`config.mk`:
```
export PLATFORM = sky130hd
export DESIGN_NAME = i2c_rx_stage
export DESIGN_NICKNAME = d
export VERILOG_FILES = /design/src/rtl/rxs_pkg.sv /design/src/rtl/rxs_store.sv /design/src/rtl/rxs_level.sv /design/src/rtl/i2c_rx_stage.sv
export SDC_FILE = /design/constraint.sdc
export NUM_CORES = 1
export LEC_CHECK = 0
export ABC_CLOCK_PERIOD_IN_PS = 3100
export CORE_UTILIZATION = 50
export CTS_BUF_LIST = sky130_fd_sc_hd__clkbuf_2
export CTS_CLUSTER_SIZE = 12
export DETAILED_ROUTE_END_ITERATION = 8
export PLACE_DENSITY = 0.7
export SLEW_MARGIN = 10
export SYNTH_ARGS = -nofsm -noshare
export SYNTH_HDL_FRONTEND = slang
export SYNTH_HIERARCHICAL = 1
export SYNTH_SLANG_ARGS = --single-unit
```
`constraint.sdc`:
```
create_clock -name clk -period 3.1 [get_ports clk]
set_clock_uncertainty 0.2 [all_clocks]
set_input_delay 0.465 -clock clk [delete_from_list [all_inputs] [get_ports clk]]
set_output_delay 0.465 -clock clk [all_outputs]
set_load 0.01 [all_outputs]
```
`src/rtl/rxs_pkg.sv`:
```
package rxs_pkg;
  // Bits needed to hold a count from 0 to d inclusive.
  function automatic int unsigned cnt_bits(input int unsigned d);
    return $clog2(d + 1);
  endfunction

  // Bits needed to address d entries (at least one).
  function automatic int unsigned addr_bits(input int unsigned d);
    return (d > 1) ? $clog2(d) : 1;
  endfunction
endpackage

```
`src/rtl/rxs_store.sv`:
```
module rxs_store #(
  parameter int DEPTH = 32,
  parameter int DW    = 8,
  parameter int AW    = 5
) (
  input  logic          clk,
  input  logic          rst,
  input  logic          we,
  input  logic [AW-1:0] waddr,
  input  logic [DW-1:0] wdata,
  input  logic          re,
  input  logic [AW-1:0] raddr,
  output logic [DW-1:0] rdata
);
  logic [DW-1:0] mem [DEPTH];

  // Write port, no reset, so block RAM can be inferred.
  always_ff @(posedge clk) begin
    if (we) mem[waddr] <= wdata;
  end

  // Registered read port; output holds between reads.
  always_ff @(posedge clk) begin
    if (rst)     rdata <= '0;
    else if (re) rdata <= mem[raddr];
  end
endmodule

```
`src/rtl/rxs_level.sv`:
```
module rxs_level #(
  parameter int DEPTH = 32,
  parameter int CW    = 6,
  parameter int AW    = 5
) (
  input  logic          clk,
  input  logic          rst,
  input  logic          push_req,
  input  logic          pop_req,
  input  logic          flush,
  input  logic [CW-1:0] thr,
  input  logic          last_en,
  input  logic          thr_clr,
  input  logic          fe_clr,
  output logic          wr_en,
  output logic [AW-1:0] wr_addr,
  output logic          rd_en,
  output logic [AW-1:0] rd_addr,
  output logic [CW-1:0] level,
  output logic          thr_hit,
  output logic          fe_flag,
  output logic          hold_scl,
  output logic          nack_next
);
  localparam logic [CW-1:0] FULL_LVL = CW'(DEPTH);
  localparam logic [AW-1:0] LAST_IDX = AW'(DEPTH - 1);

  logic [AW-1:0] wp_q, rp_q, wp_n, rp_n;
  logic [CW-1:0] lvl_q, lvl_d;
  logic          thr_q, fe_q, hold_q, nack_q;
  logic          do_pop, do_push, thr_rise, fe_rise;

  // Pointer advance: free wrap for power-of-two depths, compare otherwise.
  generate
    if ((1 << AW) == DEPTH) begin : g_pow2
      assign wp_n = wp_q + AW'(1);
      assign rp_n = rp_q + AW'(1);
    end else begin : g_wrap
      assign wp_n = (wp_q == LAST_IDX) ? '0 : wp_q + AW'(1);
      assign rp_n = (rp_q == LAST_IDX) ? '0 : rp_q + AW'(1);
    end
  endgenerate

  assign do_pop  = pop_req && (lvl_q != '0) && !flush;
  assign do_push = push_req && !flush && ((lvl_q != FULL_LVL) || do_pop);

  always_comb begin
    lvl_d = lvl_q;
    if (flush)                 lvl_d = '0;
    else if (do_push && !do_pop) lvl_d = lvl_q + CW'(1);
    else if (do_pop && !do_push) lvl_d = lvl_q - CW'(1);
  end

  assign thr_rise = (thr != '0) && (lvl_q < thr) && (lvl_d == thr);
  assign fe_rise  = (lvl_q != FULL_LVL) && (lvl_d == FULL_LVL);

  always_ff @(posedge clk) begin
    if (rst) begin
      wp_q   <= '0;
      rp_q   <= '0;
      lvl_q  <= '0;
      thr_q  <= 1'b0;
      fe_q   <= 1'b0;
      hold_q <= 1'b0;
      nack_q <= 1'b0;
    end else begin
      if (flush) begin
        wp_q <= '0;
        rp_q <= '0;
      end else begin
        if (do_push) wp_q <= wp_n;
        if (do_pop)  rp_q <= rp_n;
      end
      lvl_q  <= lvl_d;
      thr_q  <= thr_rise | (thr_q & ~thr_clr);
      fe_q   <= fe_rise | (fe_q & ~fe_clr);
      hold_q <= ((thr != '0) && (lvl_d == thr)) || (lvl_d == FULL_LVL);
      nack_q <= last_en && (thr != '0) && ((lvl_d + CW'(1)) == thr);
    end
  end

  assign wr_en     = do_push;
  assign wr_addr   = wp_q;
  assign rd_en     = do_pop;
  assign rd_addr   = rp_q;
  assign level     = lvl_q;
  assign thr_hit   = thr_q;
  assign fe_flag   = fe_q;
  assign hold_scl  = hold_q;
  assign nack_next = nack_q;
endmodule

```
`src/rtl/i2c_rx_stage.sv`:
```
module i2c_rx_stage #(
  parameter int DEPTH = 32,
  parameter int DW    = 8,
  parameter int CW    = rxs_pkg::cnt_bits(DEPTH)
) (
  input  logic          clk,
  input  logic          rst,
  input  logic          in_valid,
  input  logic [DW-1:0] in_byte,
  input  logic          pop,
  input  logic          flush,
  input  logic [CW-1:0] thr,
  input  logic          last_en,
  input  logic          thr_clr,
  input  logic          fe_clr,
  output logic [DW-1:0] rd_byte,
  output logic [CW-1:0] level,
  output logic          thr_hit,
  output logic          fe_flag,
  output logic          hold_scl,
  output logic          nack_next
);
  localparam int AW = rxs_pkg::addr_bits(DEPTH);

  logic          wr_en, rd_en;
  logic [AW-1:0] wr_addr, rd_addr;

  rxs_level #(.DEPTH(DEPTH), .CW(CW), .AW(AW)) u_level (
    .clk      (clk),
    .rst      (rst),
    .push_req (in_valid),
    .pop_req  (pop),
    .flush    (flush),
    .thr      (thr),
    .last_en  (last_en),
    .thr_clr  (thr_clr),
    .fe_clr   (fe_clr),
    .wr_en    (wr_en),
    .wr_addr  (wr_addr),
    .rd_en    (rd_en),
    .rd_addr  (rd_addr),
    .level    (level),
    .thr_hit  (thr_hit),
    .fe_flag  (fe_flag),
    .hold_scl (hold_scl),
    .nack_next(nack_next)
  );

  rxs_store #(.DEPTH(DEPTH), .DW(DW), .AW(AW)) u_store (
    .clk  (clk),
    .rst  (rst),
    .we   (wr_en),
    .waddr(wr_addr),
    .wdata(in_byte),
    .re   (rd_en),
    .raddr(rd_addr),
    .rdata(rd_byte)
  );
endmodule

```
### After elaboration in Yosys (flattened, before gate mapping)

Memory sizes are Yosys's and may differ from the RTL's. A register that Yosys moved wholly into a read port is not among the register bits.
Index checks and enable logic that the tools add are counted.
W data, S select, Z words.

* output and inout port bits: 18
* memories kept: 1
* bits in writable memories: 256
* word-level logic and storage cells: 49
* register bits: 20

Memories
* u_store.mem: words 32, bits a word 8, rd ports 1, clocked after Yosys merged registers in 1, write ports 1, line rxs_store.sv:15 `logic [DW-1:0] mem [DEPTH];`

* muxes and demuxes: 5
* $add $sub $neg: 5
* bitwise logic cells: 6
* order comparisons: 1
* reductions and logical operators: 20
* equality and inequality tests: 4

Operator list (number)
* $mux W6: 3
* $add A6 B1 Y6 const B: 2
* $eq A6 B6 Y1: 2
* $logic_and A1 B1 Y1: 12
* $reduce_bool A6 Y1: 2
* $add A5 B1 Y5 const B: 2
* $eq A6 B6 Y1 const B: 1
* $lt A6 B6 Y1: 1
* $ne A6 B6 Y1 const B: 1
* $sub A6 B1 Y6 const B: 1
* $logic_not A1 Y1: 3
* $and A1 B1 Y1: 2
* $logic_or A1 B1 Y1: 2
* $mux W1: 2
* $not A1 Y1: 2
* $or A1 B1 Y1: 2
* $reduce_or A2 Y1: 1

### Longest topological paths before layout

* depth after elaboration: 13
* depth in mapped cells: 14
* depth with buffers taken out: 13

### Cells and area by module

Netlist, hierarchy kept.

By module, submodules not included
* rxs_store: area each 10382.5 um^2, cells each 601, times used 1
* rxs_level: area each 1676.6 um^2, cells each 199, times used 1

### Worst setup path before layout

Ideal clock, no wire load.

* path type: reg2reg
* start point: reg u_level.lvl_q[1] (netlist: u_level/level[1])
* end point: reg u_level.nack_q (netlist: u_level/nack_next)
* period minus slack after synthesis: 3.088 ns
* setup slack: 0.012 ns
* data arrival time: 2.797 ns
* library setup time: 0.091 ns
* stages on the path, launching flop included: 11
* cell sequence: dfxtp_1 > inv_1 > ha_1 > or4b_1 > buf_2 > a2111oi_4 > a221oi_2 > a211oi_4 > o211ai_1 > o311a_1 > a311oi_1

* cells in the longest elaborated chain, start to end: 13
* elaborated cells on any way between the ends: 18
* classes of those cells: 3 x add/sub; 2 x eq/ne; 3 x mux; 10 x reduce/logical

RTL lines
* start: declaration: line rxs_level.sv:29 `logic [CW-1:0] lvl_q, lvl_d;`
* start signal: assignment: line rxs_level.sv:74 `lvl_q <= lvl_d;`
* branches (longest 8 deep; another with $sub A6 B1 Y6)
* $mux W6 (*): line rxs_level.sv:50 `else if (do_push && !do_pop) lvl_d = lvl_q + CW'(1);`
* $mux W6 (*): line rxs_level.sv:49 `if (flush) lvl_d = '0;`
* $add A6 B1 Y6 (*): line rxs_level.sv:78 `nack_q <= last_en && (thr != '0) && ((lvl_d + CW'(1)) == thr);`
* $eq A6 B6 Y1 (*): line rxs_level.sv:78
* $logic_and A1 B1 Y1 (*): line rxs_level.sv:78
* end signal: assignment: line rxs_level.sv:78
* end: declaration: line rxs_level.sv:30 `logic thr_q, fe_q, hold_q, nack_q;`

Every way passes the cells marked *.
A chain may end at the register's enable or synchronous reset.

### Worst setup path in the final report

Same ends and word-level chain as after synthesis.

==> metrics.txt <==
status finished, final reports clean; Worst EP required 3.57 ns; Setup CP Type reg -> reg; synth warn 6; first-pass GRT wire length 41300 µm; CTS tree done; crit-path leading delay family compound AO/OA/AOI/OAI gates; number of global-route vias before repair 7588; worst vdd ir 0.268 mV; Post-Synth Adder-Cell Area 0.0125; remaining global-route overflow 0; all-layer global routing usage 0.225; Crit. End Element flop; DP Worst Slack -0.0723 ns; CP Max Fanout 4; drt first-iter violations 605; share of cells above drive strength 1 0.228; Mapped Nets 834; worst min path class in -> reg; full die area 24700 µm²; Max Slew Vio Count 0; Root Driver clkbuf_2; I/O pin count 40; worst-path cell chain inv_1 > ha_2 > or4b_4 > a2111oi_4 > buf_4 > a221oi_2 > a211oi_4 > o211ai_1 > o311a_1 > a311oi_1; Post-synth EDFFs 256; Clk pin slew, worst setup/hold paths 0.09 ns; Syn-to-layout area delta 16.2%; most numerous cell in the Yosys netlist edfxtp_1; RR Startpoint u_level/level[1]$_SDFF_PP0_; ANT nets after route 0; WL final 26700 µm; beginning of the worst hold path fe_clr; CP bufs+invs 2; ys flop type edfxtp_1; DR WL/cell 20.1 µm; Core Rows 56; Compound-Gate Fraction of Synth Area 0.0894; simple-gate share of the synthesized area 0.0678; Period Utilization, post-route 0.957; Chip Height 157 µm; total number of vias 7512; Peak Freq 337 MHz; ranking of synthesized cells by area edfxtp_1 (64%), mux2i_1 (11%), dfxtp_1 (4.6%), a22oi_1 (4.0%), nor2_1 (2.1%); RR Endpoint u_level/nack_next$_SDFF_PP0_; Synth top area share 0.637; clk sinks 284; Initial Utilization 0.512; H-tree depth 3; drt first pass iters 5; Worst EP arrival 3.43 ns; Max stage delay on crit path 0.50 ns; sequential share of the synthesized area 0.684; Post-synth top cells edfxtp_1 (256), mux2i_1 (132), nor2_1 (66); CP startpoint kind flop; largest area contributor in the netlist edfxtp_1; DP Wirelength 16900 µm; number of port buffers 39; worst relative slew slack 0.574; PD cells 493 nW/µm²; core region area 23500 µm²; number of setup violations in the final report 0; worst setup margin 0.134 ns; largest family of logic cells by synthesized area multiplexers; worst hold path depth 3; antenna violations before repair 3; async set-reset flop share out of synthesis 0; clock tree buffer depth 3; Synth cell types 64; Avg Vias per Cell 5.67; Netlist Area Pre-Place 12100 µm²; Placed Area 13300 µm²; WHS Endpoint u_level/fe_flag$_SDFF_PP0_; # DRC 0; Leak 0.00458 µW; post-synthesis mux area share 0.110; max cap viols 0; reg-to-reg slack, setup 0.13 ns; Final GP Congestion 0.894; post-route cell area 14000 µm²; Gate Count Post-Synth 800; syn_area_per_cell 15.1 µm²; Seq cells post-synth 284; DIE WIDTH 157 µm; xor-xnor portion of the synthesized cell area 0.00944; Crit-path slowest cell or4b_4; worst-margin pin slew 0.639 ns; nets 992; Num CTS Buffers 69; largest net degree at the start of global routing 83; worst-case reg-to-reg path depth 10; Clk Latency, worst-skew pair 0.82 ns; final hold violation count 0; crit path time final 2.97 ns
[registers in the layout (all words and copies together) (netlist names)]
register / cells
u_level/wr_addr: 5
u_level/level: 6
u_level/nack_next: 1
u_level/hold_scl: 1
u_store/mem: 256
u_level/fe_flag: 1
u_level/thr_hit: 1
u_store/rdata: 8
u_level/rd_addr: 5
[power by group]
group	total (µW)	leakage (µW)	switching [µW]	internal, µW
sequential	4190	0.00253	10.9	4180
combinational	429	0.00159	240	189
clock	2290	0.000462	1360	931
[kinds of logic (layout without fill, tap and decap cells)]
family / count (synthesis) / count (layout)
buf+inv: 57 / 261
compound gates: 149 / 149
fa+ha+maj: 12 / 12
xor+xnor: 13 / 13
other cells: 0 / 3
flops: 284 / 284
mux: 132 / 132
simple gates: 153 / 153
[worst max path at each step]
| stage | startpoint | to | depth (start not counted) |
|---|---|---|---|
| after floorplan | u_level/level[1]$_SDFF_PP0_ | u_level/nack_next$_SDFF_PP0_ | 10 |
| final | u_level/level[1]$_SDFF_PP0_ | u_level/nack_next$_SDFF_PP0_ | 10 |
| after CTS | u_level/level[1]$_SDFF_PP0_ | u_level/nack_next$_SDFF_PP0_ | 9 |
| after global routing | u_level/level[0]$_SDFF_PP0_ | u_level/nack_next$_SDFF_PP0_ | 10 |
| after detailed placement | in_valid | u_level/nack_next$_SDFF_PP0_ | 11 |
| after global placement | in_valid | u_level/nack_next$_SDFF_PP0_ | 11 |
[area by class of cell]
| type | instances | area [µm²] |
|---|---|---|
| diodes | 3 | 7.51 |
| clock buffers | 99 | 495 |
| clock inverters | 18 | 95.1 |
| fillers | 1899 | 9530 |
| inverters | 11 | 41.3 |
| multi-input cells | 459 | 3570 |
| flip-flops and latches | 284 | 8250 |
| well taps | 319 | 399 |
| repair buffers | 133 | 1150 |
[placed cells by master, fill, tap and decap left out, types with 4 or more instances in the layout]
master,n
a211oi_1,8
a21o_1,6
a21oi_1,36
a21oi_2,4
a22oi_1,64
a31oi_1,4
and2_1,4
buf_12,4
buf_4,88
clkbuf_2,99
clkdlybuf4s50_1,39
clkinv_1,13
dfxtp_1,27
edfxtp_1,256
ha_1,10
inv_1,11
mux2i_1,132
nand2_1,9
nand2b_1,6
nand3_1,8
nand3b_1,7
nand4_1,7
nor2_1,65
nor3_1,7
nor4_1,4
or4_1,8
xnor2_1,7
xor2_1,6
[repair_timing]
item | 4_1_cts | 5_1_grt
pin swaps | 0 | 5
gates resized for setup | 1 | 17
endpoints found under the setup margin | 1 | 3
endpoints found under the hold margin | 1 | 0
hold buffers | 1 | 0
setup buffers | 0 | 3
[metal layers]
| layer | part of all wire | wire length, µm | vias to the layer above | track usage |
|---|---|---|---|---|
| li1 | - | - | 3501 | - |
| met1 | 0.43 | 11500 | 3680 | 0.297 |
| met2 | 0.47 | 12600 | 277 | 0.358 |
| met3 | 0.071 | 1880 | 54 | 0.0542 |
| met4 | 0.026 | 682 | 0 | 0.0892 |
| met5 | 0 | 0 | - | 0 |
[metrics by stage]
stage                     TNS [ns]  total power, µW  std cells  hold WS, ns   util
after floorplan                  0             4480        800        0.277      -
after global placement     -0.0142             4660       1202        0.258  0.565
after detailed placement    -0.101             4680       1202        0.263  0.565
after CTS                        0             6960       1320       0.0617  0.590
after global routing       -0.0117             7230       1326        0.110  0.595
final                            0             6910       1326        0.140  0.595
[worst reg2reg max path, stage by stage, from the launching register on]
cell and delay (ns):
dfxtp_1 0.32, inv_1 0.08, ha_2 0.20, or4b_4 0.50
a2111oi_4 0.36, buf_4 0.19, a221oi_2 0.08, a211oi_4 0.29
o211ai_1 0.15, o311a_1 0.32, a311oi_1 0.21
Power figures use the tool's default switching activity.
